===== src/rtl/pulse_swallow_div.sv =====
module pulse_swallow_div #(
  parameter int A_W     = 7,
  parameter int N_W     = 11,
  parameter int M_LO    = 32,
  parameter int M_HI    = 64,
  parameter int RST_A   = 0,
  parameter int RST_N   = 3,
  parameter bit RST_SEL = 1'b0
) (
  input  logic           clk,
  input  logic           rst,
  input  logic           load,
  input  logic           mod_sel,
  input  logic [A_W-1:0] swallow_in,
  input  logic [N_W-1:0] main_in,
  output logic           fp_pulse,
  output logic           mod_ctl,
  output logic           cfg_err
);
  localparam int P_W = $clog2(M_HI + 1);
  localparam logic [P_W-1:0] M_LO_V = P_W'(M_LO);
  localparam logic [P_W-1:0] M_HI_V = P_W'(M_HI);
  localparam logic [N_W-1:0] N_MIN  = N_W'(3);

  logic [A_W-1:0] act_a, pnd_a, a_cnt;
  logic [N_W-1:0] act_n, pnd_n, n_cnt;
  logic           act_sel, pnd_sel;
  logic [P_W-1:0] p_cnt, m_eff, p_last;
  logic           tick, wrap, req_ok;

  assign mod_ctl = (a_cnt != '0);
  assign m_eff   = act_sel ? M_HI_V : M_LO_V;
  assign p_last  = mod_ctl ? m_eff : m_eff - P_W'(1);
  assign tick    = (p_cnt == p_last);
  assign wrap    = tick && (n_cnt == N_W'(1));
  assign req_ok  = (main_in >= N_MIN) && (N_W'(swallow_in) < main_in);

  always_ff @(posedge clk) begin
    if (rst) begin
      act_a    <= A_W'(RST_A);
      act_n    <= N_W'(RST_N);
      act_sel  <= RST_SEL;
      pnd_a    <= A_W'(RST_A);
      pnd_n    <= N_W'(RST_N);
      pnd_sel  <= RST_SEL;
      a_cnt    <= A_W'(RST_A);
      n_cnt    <= N_W'(RST_N);
      p_cnt    <= '0;
      fp_pulse <= 1'b0;
      cfg_err  <= 1'b0;
    end else begin
      fp_pulse <= wrap;
      if (load) begin
        if (req_ok) begin
          pnd_a   <= swallow_in;
          pnd_n   <= main_in;
          pnd_sel <= mod_sel;
          cfg_err <= 1'b0;
        end else begin
          cfg_err <= 1'b1;
        end
      end
      if (wrap) begin
        act_a   <= pnd_a;
        act_n   <= pnd_n;
        act_sel <= pnd_sel;
        a_cnt   <= pnd_a;
        n_cnt   <= pnd_n;
        p_cnt   <= '0;
      end else if (tick) begin
        p_cnt <= '0;
        n_cnt <= n_cnt - N_W'(1);
        if (a_cnt != '0) a_cnt <= a_cnt - A_W'(1);
      end else begin
        p_cnt <= p_cnt + P_W'(1);
      end
    end
  end

  a_r4_single_pulse: assert property (@(posedge clk) disable iff (rst)
    fp_pulse |=> !fp_pulse);

  a_r3_modctl_rise_at_boundary: assert property (@(posedge clk) disable iff (rst)
    $rose(mod_ctl) |-> fp_pulse);

  a_r3_modctl_start: assert property (@(posedge clk) disable iff (rst)
    fp_pulse |-> (mod_ctl == (act_a != '0)));

  a_r5_cfg_at_boundary: assert property (@(posedge clk) disable iff (rst)
    !($stable(act_n) && $stable(act_a) && $stable(act_sel)) |-> fp_pulse);

  a_r6_err_only_on_load: assert property (@(posedge clk) disable iff (rst)
    !$past(load) |-> $stable(cfg_err));

  a_r1_prescaler_bound: assert property (@(posedge clk) disable iff (rst)
    p_cnt <= m_eff);

  a_r6_pending_legal: assert property (@(posedge clk) disable iff (rst)
    (pnd_n >= N_MIN) && (N_W'(pnd_a) < pnd_n));
endmodule


===== config.mk =====
export PLATFORM = sky130hd
export DESIGN_NAME = pulse_swallow_div
export DESIGN_NICKNAME = d
export VERILOG_FILES = /design/src/rtl/pulse_swallow_div.sv
export SDC_FILE = /design/constraint.sdc
export NUM_CORES = 1
export LEC_CHECK = 0
export CAP_MARGIN = 20
export CORE_ASPECT_RATIO = 0.8
export CORE_UTILIZATION = 45
export DETAILED_ROUTE_END_ITERATION = 8
export PLACE_DENSITY = 0.68
export SLEW_MARGIN = 10
export SYNTH_ARGS = -nofsm -noshare
export SYNTH_HDL_FRONTEND = slang
export SYNTH_SLANG_ARGS = --single-unit
export TNS_END_PERCENT = 30

===== constraint.sdc =====
create_clock -name clk -period 2.2 [get_ports clk]
set_clock_uncertainty 0.05 [all_clocks]
set_input_delay 0.55 -clock clk [delete_from_list [all_inputs] [get_ports clk]]
set_output_delay 0.55 -clock clk [all_outputs]
set_load 0.01 [all_outputs]

# Word level (Yosys, flattened, before mapping)
# Index checks and enable logic that the tools add are counted.
# word_totals
register_bits	47
out_inout_bits	3
word_cells	33
inputBits	22
# classes
n_reduce_logical	8
add_sub_neg	4
n_mux	8
n_lt_le_gt_ge	2
eq_ne	2
# op_table
op	count
2-to-1 mux 7 bit	5
2-to-1 mux 11 bit	2
subtractor 7 x 1 -> 7 bit (second input constant)	2
equality test 11 x 1 -> 1 bit (second input constant)	1
>= comparator 11 x 2 -> 1 bit (second input constant)	1
< comparator 7 x 11 -> 1 bit	1
subtractor 11 x 1 -> 11 bit (second input constant)	1
adder 7 x 1 -> 7 bit (second input constant)	1
equality test 7 bit	1
nonzero test 7 bit	1
AND reduction 2 bit	2
nonzero test 2 bit	2
OR reduction 3 bit	1
logical AND 1 bit	2
2-to-1 mux 1 bit	1

# Depth between registers and ports, before layout
# Gate-level depths: netlist of run 1.
# logic_depth
word_depth	7
ltp_mapped	12
ltp_nobuf	11

# Worst setup path after synthesis of run 1
# No wires, ideal clock.
# synth_path
path_type	register to register
from	reg a_cnt[0]
to	reg a_cnt[2]
path_slack_ns	-0.327
path_buffers	0
path_stages_with_launch	12
setup_time_ns	0.130
synth_period_minus_slack_ns	2.527
t_arrival_ns	2.347
path_cell_list	dfxtp_1 > inv_1 > ha_1 > nor3b_1 > nand2_1 > ha_1 > xor2_1 > nor2_1 > a21boi_2 > nand2_1 > mux2i_1 > o32ai_1
# synth_between
elab_chain_cells	6
word_cells_on_any_way	11
classes_between	1 x add/sub; 1 x eq/ne; 4 x mux; 5 x reduce/logical
# synth_lines
item	line_no	source
start: declaration	25	logic [A_W-1:0] act_a, pnd_a, a_cnt;
start signal: assignment	46	a_cnt <= A_W'(RST_A);
start signal: assignment	67	a_cnt <= pnd_a;
start signal: assignment	73	if (a_cnt != '0) a_cnt <= a_cnt - A_W'(1);
nonzero test 7 bit *	31	assign mod_ctl = (a_cnt != '0);
net mod_ctl	17	output logic mod_ctl,
2-to-1 mux 7 bit	33	assign p_last = mod_ctl ? m_eff : m_eff - P_W'(1);
equality test 7 bit	34	assign tick = (p_cnt == p_last);
logical AND 1 bit	35	assign wrap = tick && (n_cnt == N_W'(1));
nonzero test 2 bit (no line)	-	
AND reduction 2 bit (no line)	-	
# The timed path passes the listed nets; every way through them passes the cells marked *. The select of a mux whose other input is x is not followed.
# A chain may end at the register's enable or synchronous reset.

# Worst setup path after layout of run 1
# layout_path
from	reg a_cnt[0]
to	reg n_cnt[3]
# layout_between
elab_chain_cells	5
word_cells_on_any_way	6
classes_between	1 x eq/ne; 2 x mux; 3 x reduce/logical
# layout_lines
item	line_no	source
nonzero test 7 bit *	31	
2-to-1 mux 7 bit *	33	
equality test 7 bit *	34	
logical AND 1 bit	35	
2-to-1 mux 11 bit / nonzero test 2 bit (equally long branches)	-	
end signal: assignment	47	n_cnt <= N_W'(RST_N);
end signal: assignment	68	n_cnt <= pnd_n;
end signal: assignment	72	n_cnt <= n_cnt - N_W'(1);
end: declaration	26	logic [N_W-1:0] act_n, pnd_n, n_cnt;
# Mark *: on every way between the ends. The rest lies on a longest branch, timed or not.

==> summary.txt, run 1 <==
Clock network
  • Clk sinks: 47
  • Clk_lat worst skew: 0.30 ns
  • CTS tree: yes
  • Total CTS buffers: 5
  • CTS clk-pin slew, worst paths: 0.08 ns
  • Root Driver: clkbuf_8
  • Clock Path Buffers: 2
  • CTS HTree Levels: 2

Timing
  • Final WS setup: -0.1279 ns
  • Hold Fails Final Rpt: 0
  • Slew of the pin with the lowest slew margin: 0.4304 ns
  • Fin crit share: 105.8%
  • Max Transition Viols Final: 0
  • Crit path time final: 2.328 ns
  • RSZ-0062 raised after global routing: yes
  • Slew headroom: 71.31%
  • Fmax: 0.4296 GHz
  • Hold slack: 0.4117 ns
  • Setup-failing EPs final: 24

Run status
  • Status: complete, but fails checks
  • Violations in the final reports: negative setup slack

Die
  • Die Ht: 67.66 um
  • Die W: 84.07 um
  • Placeable Area: 0.005094 sq mm
  • # IOs: 25
  • FP Rows: 23
  • Initial Util: 47.61%
  • Die area: 0.005688 sq mm

Critical path
  • Register-to-Register Path Depth: 10
  • WP data arrival: 2.46 ns
  • Critical path peak fanout: 6
  • Worst Setup Start Kind: register
  • CP Class: reg2reg
  • Crit path capture type: register
  • Data required, critical path: 2.33 ns

GRT
  • Most used routing layer: met2
  • Global route overflow: 0
  • Met3 usage: 4.156%
  • Maximum number of pins on one net before global-route repair: 28
  • Met2 GRT Util: 38.93%
  • Vias in the first global route: 2057
  • GRT Total Usage: 22.44%
  • Initial antenna violation count: 0
  • First-pass GRT wire length: 9853 um
  • Met1 usage: 28.94%

Layout
  • Layout cell share with drive strength beyond 1: 24.09%
  • Fill cells: 438
  • Final core utilization: 64.31%
  • Layout area overhead: 35.09%
  • Most frequent cells in the layout: nand2_1, dfxtp_1, buf_4, nor2_1, clkdlybuf4s50_1
  • Leading cell type in the layout, fill and taps excluded: nand2_1
  • Final nets: 390
  • Finished layout cell area: 0.003276 sq mm
  • Ant diodes: 0

Detailed routing
  • Routed vias/inst: 5.317
  • Drt total wl: 5974 um
  • Wire per inst: 14.26 um
  • Pre-Repair DR Iteration Count: 4
  • Initial DRC Count: 99
  • Routed via count: 2228
  • DRT antenna net count: 0
  • Residual DRC: 0

Power and ir drop
  • Power Density: 1147 mW/mm^2
  • Peak VDD IR: 0.5545 mV
  • Leak: 1.426 nW
  • Total Power: 3.758 mW

Hold path
  • Hold Path Stages: 2
  • Hold WC Path Type: reg2reg

Logic synthesis
  • FF+latch count, synth: 47
  • Post-Syn Area: 0.002425 sq mm
  • Mapped Nets: 330
  • Distinct cells, synth: 52
  • Post-synth EDFFs: 0
  • Most used DFF post-synth: dfxtp_1
  • Part of the Yosys area used for sequential elements: 38.80%
  • Syn Inst Count: 297
  • Number of synthesis warnings: 0
  • FFs w/ async S/R, synth: 0%
  • Mean Syn Cell Area: 8.164 sq um

Placed design
  • GP Congestion: 0.8801
  • Placed inst area: 0.003035 sq mm
  • Port bufs: 24
  • Post-DP HPWL: 4375 um
  • Place WS: -0.3841 ns

Job
  • Max-capacitance violation count: 0
==> critical path: stages, from the launching register on <==
cell,delay [ns]
dfxtp_2,0.33
inv_2,0.06
ha_4,0.13
nor3b_4,0.21
nand2_2,0.10
ha_4,0.23
xor2_2,0.18
buf_4,0.15
a211o_4,0.35
o41ai_1,0.29
a21oi_1,0.12
==> repair_timing <==
action | in CTS | in global routing
endpoints found under the hold margin | 0 | 0
gates cloned | 1 | 0
setup buffers | 2 | 1
pin swaps | 9 | 3
gates resized for setup | 10 | 23
hold buffers | 0 | 0
endpoints found under the setup margin | 45 | 48
==> metrics by stage <==
| stage | cells | setup TNS [ns] |
|---|---|---|
| after floorplan | 297 | -0.5206 |
| after global placement | 408 | -5.862 |
| after detailed placement | 408 | -8.610 |
| after CTS | 418 | -2.055 |
| after global routing | 419 | -4.707 |
| final | 419 | -1.388 |
==> synth_stat cells (2+ instances only) <==
library cell | instances | area share (%)
a211oi_1 | 2 | 0.62
a21oi_1 | 22 | 4.5
a22oi_1 | 3 | 0.93
a31oi_1 | 2 | 0.52
and3_1 | 3 | 0.77
clkbuf_1 | 10 | 1.5
dfxtp_1 | 47 | 39
ha_1 | 11 | 5.7
inv_1 | 15 | 2.3
mux2i_1 | 17 | 7.0
nand2_1 | 54 | 8.4
nand3_1 | 9 | 1.9
nand3b_1 | 2 | 0.62
nand4_1 | 2 | 0.52
nor2_1 | 31 | 4.8
nor3_1 | 6 | 1.2
o211ai_1 | 2 | 0.62
o21ai_0 | 13 | 2.7
o221a_1 | 2 | 0.93
o22ai_1 | 2 | 0.52
o32ai_1 | 3 | 1.1
o41ai_1 | 2 | 0.72
or3_1 | 2 | 0.52
or4_1 | 2 | 0.62
xnor2_1 | 3 | 1.1
xor2_1 | 4 | 1.4
==> routing by layer <==
metal	share of wire [%]	up-vias
li1	-	1162
met1	50	1040
met2	46	22
met3	2.3	4
met4	0.82	0
met5	0	-
==> state kept, by name, summed over array words and instances (netlist names) <==
name,cells
pnd_sel,1
n_cnt,11
p_cnt,7
a_cnt,7
cfg_err,1
pnd_a,7
act_sel,1
pnd_n,11
fp_pulse,1
==> logic make-up (layout without fill, tap and decap cells) <==
| logic type | Yosys count | in the layout | share of synthesized area, % |
|---|---|---|---|
| XOR/XNOR | 7 | 7 | 2.528 |
| flip-flops | 47 | 47 | 38.80 |
| buffers and inverters | 29 | 88 | 4.953 |
| AO/OA/AOI/OAI | 65 | 66 | 17.60 |
| adder cells (fa/ha/maj) | 11 | 11 | 5.676 |
| AND/OR/NAND/NOR | 120 | 120 | 22.96 |
| multiplexers | 18 | 18 | 7.482 |
==> path summary, 6_finish.rpt <==
path | startpoint | end | slack (ns)
max | a_cnt[0] | n_cnt[3] | -0.13
min | pnd_n[3] | pnd_n[3] | 0.41
min reg2reg | pnd_n[3] | pnd_n[3] | 0.41
max reg2reg | a_cnt[0] | n_cnt[3] | -0.13
==> area by class of cell <==
type	count	area (sq um)	area share [%]
clock buffers	6	82.58	2.521
clock inverters	1	5.005	0.1528
inverters	16	60.06	1.833
multi-input cells	222	1530	46.72
flip-flops and latches	47	942.2	28.76
well taps	62	77.57	2.368
repair buffers	65	578.1	17.65
==> report_power, final <==
group / switching, mW / total [mW] / internal, mW / leakage (nW)
Sequential: 0.0852 / 1.06 / 0.970 / 0.385
Combinational: 1.08 / 2.18 / 1.09 / 0.994
Clock: 0.278 / 0.525 / 0.247 / 0.0470
No activity file was read; power rests on OpenSTA's default activity.
==> run 2: changes to the inputs <==
Settings changed: CTS_BUF_LIST set to sky130_fd_sc_hd__clkbuf_4 sky130_fd_sc_hd__clkbuf_8.
==> results of run 2 <==
Final layout, timing and power as in run 1 (identical DEF).
==> run 3: changes to the inputs <==
Settings changed: CTS_CLUSTER_DIAMETER set to 200.
==> results of run 3 <==
Final layout, timing and power as in run 1 (identical DEF).
